[src/rtl/i2c_ahi_pkg.sv]
package i2c_ahi_pkg;
  localparam int unsigned ADDR_W  = 7;
  localparam int unsigned BYTE_W  = ADDR_W + 1;
  localparam int unsigned ACK_POS = BYTE_W + 1;
  localparam int unsigned CNT_W   = $clog2(ACK_POS + 1);
  localparam int unsigned EXT_W   = 4;

  typedef logic [CNT_W-1:0] cnt_t;

  localparam cnt_t CNT_BYTE = cnt_t'(BYTE_W);
  localparam cnt_t CNT_ACK  = cnt_t'(ACK_POS);
  localparam cnt_t CNT_ONE  = cnt_t'(1);

  typedef struct packed {
    logic match;
    logic ext;
    logic rw;
  } addr_result_t;
endpackage

[src/rtl/i2c_ahi_bit_counter.sv]
module i2c_ahi_bit_counter
  import i2c_ahi_pkg::*;
(
  input  logic clk,
  input  logic rst_n,
  input  logic start_det,
  input  logic stop_det,
  input  logic scl_fall,
  output cnt_t cnt_q,
  output cnt_t cnt_nxt,
  output logic fall_evt
);
  assign fall_evt = scl_fall & ~start_det & ~stop_det;

  always_comb begin
    cnt_nxt = cnt_q;
    if (start_det || stop_det)
      cnt_nxt = '0;
    else if (scl_fall)
      cnt_nxt = (cnt_q >= CNT_ACK) ? CNT_ONE : cnt_q + CNT_ONE;
  end

  always_ff @(posedge clk or negedge rst_n) begin
    if (!rst_n) cnt_q <= '0;
    else        cnt_q <= cnt_nxt;
  end
endmodule

[src/rtl/i2c_ahi_addr_decoder.sv]
module i2c_ahi_addr_decoder
  import i2c_ahi_pkg::*;
(
  input  logic              clk,
  input  logic              rst_n,
  input  logic              start_det,
  input  logic              stop_det,
  input  logic              fall_evt,
  input  cnt_t              cnt_nxt,
  input  logic              sda_bit,
  input  logic              own_wr,
  input  logic [BYTE_W-1:0] own_wdata,
  output logic [BYTE_W-1:0] own_q,
  output logic              addr_done,
  output logic              hit_now,
  output logic              muted_q,
  output addr_result_t      result_q
);
  localparam logic [BYTE_W-1:0] OWN_MASK = {{ADDR_W{1'b1}}, 1'b0};

  logic [ADDR_W-1:0] shift_q;
  logic              addr_phase_q;
  logic [BYTE_W-1:0] rx_byte;
  logic [ADDR_W-1:0] rx_addr;
  logic [EXT_W-1:0]  rx_top;
  logic              match_c;
  logic              ext_c;

  assign rx_byte   = {shift_q, sda_bit};
  assign rx_addr   = rx_byte[BYTE_W-1:1];
  assign rx_top    = rx_addr[ADDR_W-1 -: EXT_W];
  assign match_c   = (rx_addr == own_q[BYTE_W-1:1]);
  assign ext_c     = (&rx_top) | ~(|rx_top);
  assign addr_done = fall_evt & addr_phase_q & (cnt_nxt == CNT_BYTE);
  assign hit_now   = addr_done & (match_c | ext_c);

  always_ff @(posedge clk or negedge rst_n) begin
    if (!rst_n) own_q <= '0;
    else if (own_wr) own_q <= own_wdata & OWN_MASK;
  end

  always_ff @(posedge clk or negedge rst_n) begin
    if (!rst_n) shift_q <= '0;
    else if (fall_evt) shift_q <= rx_byte[ADDR_W-1:0];
  end

  always_ff @(posedge clk or negedge rst_n) begin
    if (!rst_n) begin
      addr_phase_q <= 1'b0;
      muted_q      <= 1'b1;
      result_q     <= '0;
    end else if (start_det) begin
      addr_phase_q <= 1'b1;
      muted_q      <= 1'b0;
      result_q     <= '0;
    end else if (stop_det) begin
      addr_phase_q <= 1'b0;
      muted_q      <= 1'b1;
    end else if (addr_done) begin
      addr_phase_q <= 1'b0;
      muted_q      <= ~(match_c | ext_c);
      result_q     <= '{match: match_c, ext: ext_c, rw: rx_byte[0]};
    end
  end
endmodule

[src/rtl/i2c_ahi_irq_gen.sv]
module i2c_ahi_irq_gen
  import i2c_ahi_pkg::*;
(
  input  logic clk,
  input  logic rst_n,
  input  logic fall_evt,
  input  cnt_t cnt_nxt,
  input  logic wait9_sel,
  input  logic stop_det,
  input  logic stop_irq_en,
  input  logic muted_q,
  input  logic addr_done,
  input  logic hit_now,
  output logic irq
);
  cnt_t fire_pt;
  logic at_point;
  logic allowed;
  logic byte_evt;
  logic stop_evt;

  assign fire_pt  = wait9_sel ? CNT_ACK : CNT_BYTE;
  assign at_point = fall_evt & (cnt_nxt == fire_pt);
  assign allowed  = addr_done ? hit_now : ~muted_q;
  assign byte_evt = at_point & allowed;
  assign stop_evt = stop_det & stop_irq_en;

  always_ff @(posedge clk or negedge rst_n) begin
    if (!rst_n) irq <= 1'b0;
    else        irq <= byte_evt | stop_evt;
  end
endmodule

[src/rtl/i2c_addr_hit_irq.sv]
module i2c_addr_hit_irq
  import i2c_ahi_pkg::*;
(
  input  logic              clk,
  input  logic              rst_n,
  input  logic              own_wr,
  input  logic [BYTE_W-1:0] own_wdata,
  output logic [BYTE_W-1:0] own_addr,
  input  logic              start_det,
  input  logic              stop_det,
  input  logic              scl_fall,
  input  logic              sda_bit,
  input  logic              wait9_sel,
  input  logic              stop_irq_en,
  output logic              irq,
  output logic              addr_match,
  output logic              ext_code,
  output logic              rw_dir,
  output logic [CNT_W-1:0]  bit_cnt
);
  cnt_t         cnt_q;
  cnt_t         cnt_nxt;
  logic         fall_evt;
  logic         addr_done;
  logic         hit_now;
  logic         muted_q;
  addr_result_t result_q;

  i2c_ahi_bit_counter u_cnt (
    .clk       (clk),
    .rst_n     (rst_n),
    .start_det (start_det),
    .stop_det  (stop_det),
    .scl_fall  (scl_fall),
    .cnt_q     (cnt_q),
    .cnt_nxt   (cnt_nxt),
    .fall_evt  (fall_evt)
  );

  i2c_ahi_addr_decoder u_dec (
    .clk       (clk),
    .rst_n     (rst_n),
    .start_det (start_det),
    .stop_det  (stop_det),
    .fall_evt  (fall_evt),
    .cnt_nxt   (cnt_nxt),
    .sda_bit   (sda_bit),
    .own_wr    (own_wr),
    .own_wdata (own_wdata),
    .own_q     (own_addr),
    .addr_done (addr_done),
    .hit_now   (hit_now),
    .muted_q   (muted_q),
    .result_q  (result_q)
  );

  i2c_ahi_irq_gen u_irq (
    .clk         (clk),
    .rst_n       (rst_n),
    .fall_evt    (fall_evt),
    .cnt_nxt     (cnt_nxt),
    .wait9_sel   (wait9_sel),
    .stop_det    (stop_det),
    .stop_irq_en (stop_irq_en),
    .muted_q     (muted_q),
    .addr_done   (addr_done),
    .hit_now     (hit_now),
    .irq         (irq)
  );

  assign bit_cnt    = cnt_q;
  assign addr_match = result_q.match;
  assign ext_code   = result_q.ext;
  assign rw_dir     = result_q.rw;
endmodule

[config.mk]
export PLATFORM = sky130hd
export DESIGN_NAME = i2c_addr_hit_irq
export DESIGN_NICKNAME = d
export VERILOG_FILES = /design/src/rtl/i2c_ahi_pkg.sv /design/src/rtl/i2c_ahi_bit_counter.sv /design/src/rtl/i2c_ahi_addr_decoder.sv /design/src/rtl/i2c_ahi_irq_gen.sv /design/src/rtl/i2c_addr_hit_irq.sv
export SDC_FILE = /design/constraint.sdc
export NUM_CORES = 1
export LEC_CHECK = 0
export BUFFER_PORTS_ARGS = -buffer_cell sky130_fd_sc_hd__buf_2
export CORE_MARGIN = 2
export CORE_UTILIZATION = 51
export CTS_CLUSTER_DIAMETER = 50
export DETAILED_ROUTE_END_ITERATION = 10
export GPL_TIMING_DRIVEN = 0
export PLACE_DENSITY = 0.77
export SYNTH_ARGS = -nofsm -noshare
export SYNTH_HDL_FRONTEND = slang
export SYNTH_SLANG_ARGS = --single-unit
[constraint.sdc]
create_clock -name clk -period 2.6 [get_ports clk]
set_input_delay 0.13 -clock clk [delete_from_list [all_inputs] [get_ports clk]]
set_output_delay 0.13 -clock clk [all_outputs]
set_load 0.05 [all_outputs]
==> reports/qor.txt, run 1 <==
Cell area after synthesis - 1270 um2
Multiplexer share of the synthesized area - 11.0%
Worst IR Drop VDD - 0.000433 V
Relative slew slack - 64.1%
Fillcell total - 205
Clock tree buffer depth - 2
Stages on worst setup path - 7
Clk Latency, worst-skew pair - 0.31 ns
Non-filler cells, final - 184
TNS Setup - 0 ns
Commonest non-fill, non-tap cell in the layout - buf_2
Initial DRT Pass Iterations - 4
Top-level I/O count - 33
Power per standard cell area - 580 nW/um2
Max Used Layer - met4
Placeable Area - 2410 um2
Gpl congestion - 0.790
Synth Area in XOR/XNOR - 6.92%
Syn Nets - 140
Die X - 53.8 um
Antenna violations before repair - 0
Placed cell area - 1450 um2
Synthesis-stage register bit count - 24
Count of warnings emitted by yosys - 0
Commonest non-fill, non-tap cells in the layout - buf_2, nand2_1, dfrtp_1, xor2_1, mux2_2
Final setup fails - 0
Die Y - 53.8 um
Max Cap Viol - 0
Via count - 964
RSZ-0062 raised after global routing - false
Final HPWL DP - 1890 um
GR Overflow Total - 0
Clock Skews - 0.00164 ns
Startpoint types - flip-flop
Final min period - 2.42 ns
Adder-Cell Fraction of Synth Area - 2.96%
Reg-to-reg endpoint - u_dec.result_q[1]$_DFFE_PN0P_
Number of port buffers - 29
CP Max Fanout - 8
Syn avg cell area - 10.6 um2
Req. time, crit path - 2.81 ns
DRT iter0 DRCs - 16
Cells after synthesis - 120
Largest net degree at the start of global routing - 25
Met2 Wirelength - 1210 um
Fin. max-slew vios - 0
Htree depth - 1
Wire length per cell - 13.3 um
Crit. End Element - flip-flop
Starting Density - 52.5%
Wl on met1 - 1110 um
Sequential area share after synthesis - 47.5%
Slew @ Worst Pin - 0.538 ns
Layout cells sized above 1 - 35.1%
Post-CTS setup buffers - 0
CTS Sinks - 24
Total wire length - 2450 um
Worst Setup EP - u_dec.result_q[1]$_DFFE_PN0P_
Root buffer cell - clkbuf_4
Largest family of logic cells by synthesized area - simple AND/OR/NAND/NOR gates
Status - complete, no violations
ANT nets after route - 0
RR Startpoint - u_cnt.cnt_q[0]$_DFF_PN0_
Most used DFF post-synth - dfrtp_1
Post-synth cell types - 38
Synth Area in Compound Gates - 5.43%
Period utilization - 92.9%
CTS tree - yes
Post-Place Worst Slack - 0.198 ns
CP Class - reg -> reg
Number of global-route vias before repair - 907
Fmax - 414 MHz
Critical Path Slowest Stage Cell - or4_4
Final Cell Area - 1500 um2
Clock transition at path regs - 0.13 ns
HP Class - in -> reg
# rows - 18
Simple-gate share of the synthesized area - 22.4%
Critical Path AT - 2.63 ns
Die area - 2900 um2
First-pass GRT wire length - 3960 um
DRC Markers - 0
Reg2Reg Depth - 7
Placed cell count - 179
Area growth syn-to-layout - 18.2%
GRT Total Usage - 18.9%
Worst-path cell chain - inv_1 > ha_1 > or3b_4 > and2_4 > or4_4 > nor2_4 > mux2_4
Met3 Wirelength - 106 um
Post-synth EDFFs - 0
Reg2reg setup slack - 0.18 ns
CP max stage delay - 0.56 ns
Ant. Diodes - 0
Critical Path Source - u_cnt.cnt_q[0]$_DFF_PN0_
Final worst slack - 0.184 ns
# nets final - 175
Final hold vios - 0
Vias per cell - 5.24
Number of buffers created by CTS - 3
Async set or reset register ratio after synthesis - 100%
Buf/Inv on CP - 1
Family with the most delay on the worst path - simple AND/OR/NAND/NOR gates
P_leak - 0.752 nW
==> state kept, by name (all words and copies together), names as in the netlist <==
register / flops
u_dec.rx_addr: 7
u_irq.irq: 1
u_dec.muted_q: 1
u_cnt.cnt_q: 4
u_dec.own_q: 7
u_dec.addr_phase_q: 1
u_dec.result_q: 3
==> synthesized netlist by cell type, types with 3 or more instances <==
master    number  share of area [%]
nand4_1        3                1.5
mux2i_1        3                2.4
inv_1          4                1.2
xnor2_1        3                2.1
dfrtp_1       23                 45
nand2b_1       4                2.0
xor2_1         7                4.8
mux2_2         7                6.2
nor4_1         3                1.5
ha_1           3                3.0
nand2_1       27                8.0
==> logic make-up (layout without fill, tap and decap cells) <==
family | count (synthesis) | count (layout)
buffers and inverters | 8 | 42
muxes | 12 | 12
AOI/OAI and AO/OA | 9 | 9
xor gates and xnor gates | 10 | 10
and+or+nand+nor | 53 | 53
DFF | 24 | 24
adders and majority gates | 3 | 3
other | 1 | 1
==> worst min-delay path by stage <==
stage	endpoint	cells past startpoint	startpoint
global placement	u_cnt.cnt_q[2]$_DFF_PN0_	1	rst_n
detailed placement	u_cnt.cnt_q[2]$_DFF_PN0_	1	rst_n
finish	u_dec.muted_q$_DFFE_PN1P_	2	start_det
CTS	u_dec.muted_q$_DFFE_PN1P_	2	start_det
global route	u_irq.irq$_DFF_PN0_	2	stop_irq_en
floorplan	u_cnt.cnt_q[0]$_DFF_PN0_	0	rst_n
==> stage by stage <==
stage	hold WS, ns	util [%]	total power [mW]
4_1_cts	0.0268	62.1	0.872
6_report	0.0227	62.1	0.868
3_5_place_dp	0.142	60.2	0.679
2_1_floorplan	-0.166	-	0.612
5_1_grt	0.0188	62.1	0.914
3_3_place_gp	0.133	60.2	0.667
==> routing by layer <==
metal  vias up  GRT usage [%]
met5         -              0
met4         0           5.56
met3         4           3.89
met2        28           31.5
met1       458           24.6
li1        474              -
==> worst register-to-register path, stage by stage, from the launching register on <==
cell and delay (ns):
dfrtp_1 0.48, inv_1 0.09, ha_1 0.14, or3b_4 0.39, and2_4 0.18, or4_4 0.56
nor2_4 0.17, mux2_4 0.31
==> cell type report <==
class                           count  area [um2]  share of cell area (%)
Inverter                            4        15.0                    1.00
Tap cell                           30        37.5                    2.51
Buffer                              4        28.8                    1.92
Multi-Input combinational cell     88         621                    41.5
Clock buffer                        4        36.3                    2.42
Timing Repair Buffer               30         155                    10.4
Sequential cell                    24         603                    40.3
==> repair_timing <==
action | in CTS | in global routing
resized for setup | 0 | 0
hold buffers | 1 | 0
hold endpoints to repair | 23 | 0
==> where the power goes <==
part / total [mW] / internal (mW) / switching (mW)
sequential: 0.456 / 0.412 / 0.0439
combinational: 0.216 / 0.0832 / 0.133
clock: 0.196 / 0.0854 / 0.110
No activity file was read; power rests on OpenSTA's default activity.
==> inputs of run 2 (changes only) <==
--- a/config.mk
+++ b/config.mk
@@ -5,13 +5,13 @@
 export SDC_FILE = /design/constraint.sdc
 export NUM_CORES = 1
 export LEC_CHECK = 0
-export BUFFER_PORTS_ARGS = -buffer_cell sky130_fd_sc_hd__buf_2
 export CORE_MARGIN = 2
-export CORE_UTILIZATION = 51
+export CORE_UTILIZATION = 55
 export CTS_CLUSTER_DIAMETER = 50
 export DETAILED_ROUTE_END_ITERATION = 10
+export DONT_BUFFER_PORTS = 1
 export GPL_TIMING_DRIVEN = 0
-export PLACE_DENSITY = 0.77
+export PLACE_DENSITY = 0.7
 export SYNTH_ARGS = -nofsm -noshare
 export SYNTH_HDL_FRONTEND = slang
 export SYNTH_SLANG_ARGS = --single-unit
==> reports/qor.txt, run 2 (synthesized netlist as in run 1, its figures left out) <==
Status - complete, no violations (unchanged)
Crit. End Element - flip-flop (unchanged)
Placeable Area - 2190 um2 (was 2410 um2)
# nets final - 159 (was 175)
Final hold vios - 0 (unchanged)
Period utilization - 96.9% (was 92.9%)
Worst IR Drop VDD - 0.000429 V (was 0.000433 V)
# rows - 17 (was 18)
CP Max Fanout - 6 (was 8)
Met1 Resource Use GR - 25.4% (was 24.6%)
Layout cells sized above 1 - 22.5% (was 35.1%)
Root buffer cell - clkbuf_4 (unchanged)
CP Class - reg -> reg (unchanged)
Seq pwr share - 58.5% (was 52.5%)
GRT Total Usage - 21.3% (was 18.9%)
Max Cap Viol - 0 (unchanged)
Placed cell area - 1300 um2 (was 1450 um2)
Final setup fails - 0 (unchanged)
GR Overflow Total - 0 (unchanged)
Starting Density - 57.8% (was 52.5%)
Ant. Diodes - 0 (unchanged)
DRC Markers - 0 (unchanged)
Clk Latency, worst-skew pair - 0.32 ns (was 0.31 ns)
ANT nets after route - 0 (unchanged)
P_leak - 0.680 nW (was 0.752 nW)
TNS Setup - 0 ns (unchanged)
Commonest non-fill, non-tap cells in the layout - nand2_1, dfrtp_1, dlygate4sd3_1, xor2_1, mux2_2 (was buf_2, nand2_1, dfrtp_1, xor2_1, mux2_2)
Critical Path Slowest Stage Cell - dfrtp_2 (was or4_4)
Antenna violations before repair - 0 (unchanged)
Startpoint types - flip-flop (unchanged)
Number of buffers created by CTS - 3 (unchanged)
PnR Total Power - 0.863 mW (was 0.868 mW)
Fmax - 397 MHz (was 414 MHz)
HP Class - in -> reg (unchanged)
CTS tree - yes (unchanged)
RSZ-0062 raised after global routing - false (unchanged)
Commonest non-fill, non-tap cell in the layout - nand2_1 (was buf_2)
Pint - 0.578 mW (was 0.581 mW)
Critical Path AT - 2.74 ns (was 2.63 ns)
Die Y - 52.0 um (was 53.8 um)
Final Cell Area - 1480 um2 (was 1500 um2)
Power per standard cell area - 581 nW/um2 (was 580 nW/um2)
DRT iter0 DRCs - 15 (was 16)
Req. time, crit path - 2.82 ns (was 2.81 ns)
Non-filler cells, final - 166 (was 184)
Worst-path cell chain - inv_2 > ha_2 > or3b_4 > and2_4 > or4_4 > nor2_4 > mux2_4 (was inv_1 > ha_1 > or3b_4 > and2_4 > or4_4 > nor2_4 > mux2_4)
Slew @ Worst Pin - 1.05 ns (was 0.538 ns)
Number of port buffers - 0 (was 29)
Final HPWL DP - 1780 um (was 1890 um)
Vias per cell - 5.58 (was 5.24)
Final min period - 2.52 ns (was 2.42 ns)
Placed cell count - 148 (was 179)
Die X - 52.0 um (was 53.8 um)
Sw power - 0.285 mW (was 0.287 mW)
Combinational Power Share - 18.5% (was 24.9%)
Largest net degree at the start of global routing - 25 (unchanged)
Die area - 2700 um2 (was 2900 um2)
Gpl congestion - 0.793 (was 0.790)
Clk pwr share - 23.0% (was 22.6%)
Clock Skews - 0.00315 ns (was 0.00164 ns)
First-pass GRT wire length - 4110 um (was 3960 um)
Area growth syn-to-layout - 17.2% (was 18.2%)
M3 GR Usage - 4.89% (was 3.89%)
Grt met2 use - 35.9% (was 31.5%)
Clock tree buffer depth - 2 (unchanged)
Htree depth - 1 (unchanged)
Via count - 927 (was 964)
Global route hottest layer - met2 (unchanged)
Wire length per cell - 15.3 um (was 13.3 um)
Switching share of power - 33.0% (was 33.1%)
CTS Sinks - 24 (unchanged)
Total wire length - 2540 um (was 2450 um)
Clock transition at path regs - 0.13 ns (about the same)
Fin. max-slew vios - 0 (unchanged)
Final hold slack - 0.0138 ns (was 0.0227 ns)
Relative slew slack - 30.1% (was 64.1%)
Initial DRT Pass Iterations - 4 (unchanged)
Top-level I/O count - 33 (unchanged)
CP max stage delay - 0.60 ns (was 0.56 ns)
Number of global-route vias before repair - 935 (was 907)
[run 2: final timing paths]
path                       slack [ns]                          from                            end  depth (start not counted)
min reg2reg                      0.54  u_dec.rx_addr[0]$_DFFE_PN0P_   u_dec.rx_addr[1]$_DFFE_PN0P_                          2
max in group asynchronous        1.48                         rst_n       u_cnt.cnt_q[1]$_DFF_PN0_                          1
max                              0.08      u_cnt.cnt_q[1]$_DFF_PN0_  u_dec.result_q[0]$_DFFE_PN0P_                          7
min in group asynchronous        0.43                         rst_n       u_cnt.cnt_q[2]$_DFF_PN0_                          1
min                              0.01                      stop_det      u_dec.muted_q$_DFFE_PN1P_                          2
max reg2reg                      0.08      u_cnt.cnt_q[1]$_DFF_PN0_  u_dec.result_q[0]$_DFFE_PN0P_                          7
[run 2: repair_timing]
| action | in CTS | in global routing |
|---|---|---|
| pin swaps | 1 | 3 |
| hold endpoints to repair | 38 | 0 |
| hold buffers | 12 | 0 |
| endpoints found under the setup margin | 2 | 3 |
| resized for setup | 2 | 2 |
| buffers inserted | 1 | 1 |
[run 2: area by class of cell]
type	count	area (um2)
Inverter	4	15.0
Buffer	4	28.8
Tap cell	28	35.0
Timing Repair Buffer	14	135
Multi-Input combinational cell	88	629
Clock buffer	4	36.3
Fill cell	168	707
Sequential cell	24	604
[run 2: critical path: cells and delay by family (launching register included)]
kind / cells / cell delay, ns
fa+ha+maj: 1 / 0.17
buf+inv: 1 / 0.08
flops: 1 / 0.60
mux: 1 / 0.31
simple gates: 4 / 1.27
[run 2: through the flow]
stage / setup slack, ns / util (%)
after floorplan: 0.0309 / -
after global placement: -0.0584 / 59.5
after detailed placement: -0.0877 / 59.5
after CTS: 0.0252 / 67.0
after global routing: 0.0131 / 67.7
final: 0.0802 / 67.7
[run 2: power by group through the flow]
stage	Clock (mW)	Sequential [mW]	Combinational, mW
4_1_cts	0.204	0.504	0.157
3_3_place_gp	0	0.509	0.128
6_report	0.198	0.504	0.160
2_1_floorplan	0	0.499	0.114
3_5_place_dp	0	0.511	0.134
5_1_grt	0.217	0.511	0.179
[run 2: per-layer routing]
layer,part of all wire (%),vias up
met4,2.1,0
met1,43,446
met2,50,31
met3,4.6,5
met5,0,-
li1,-,445
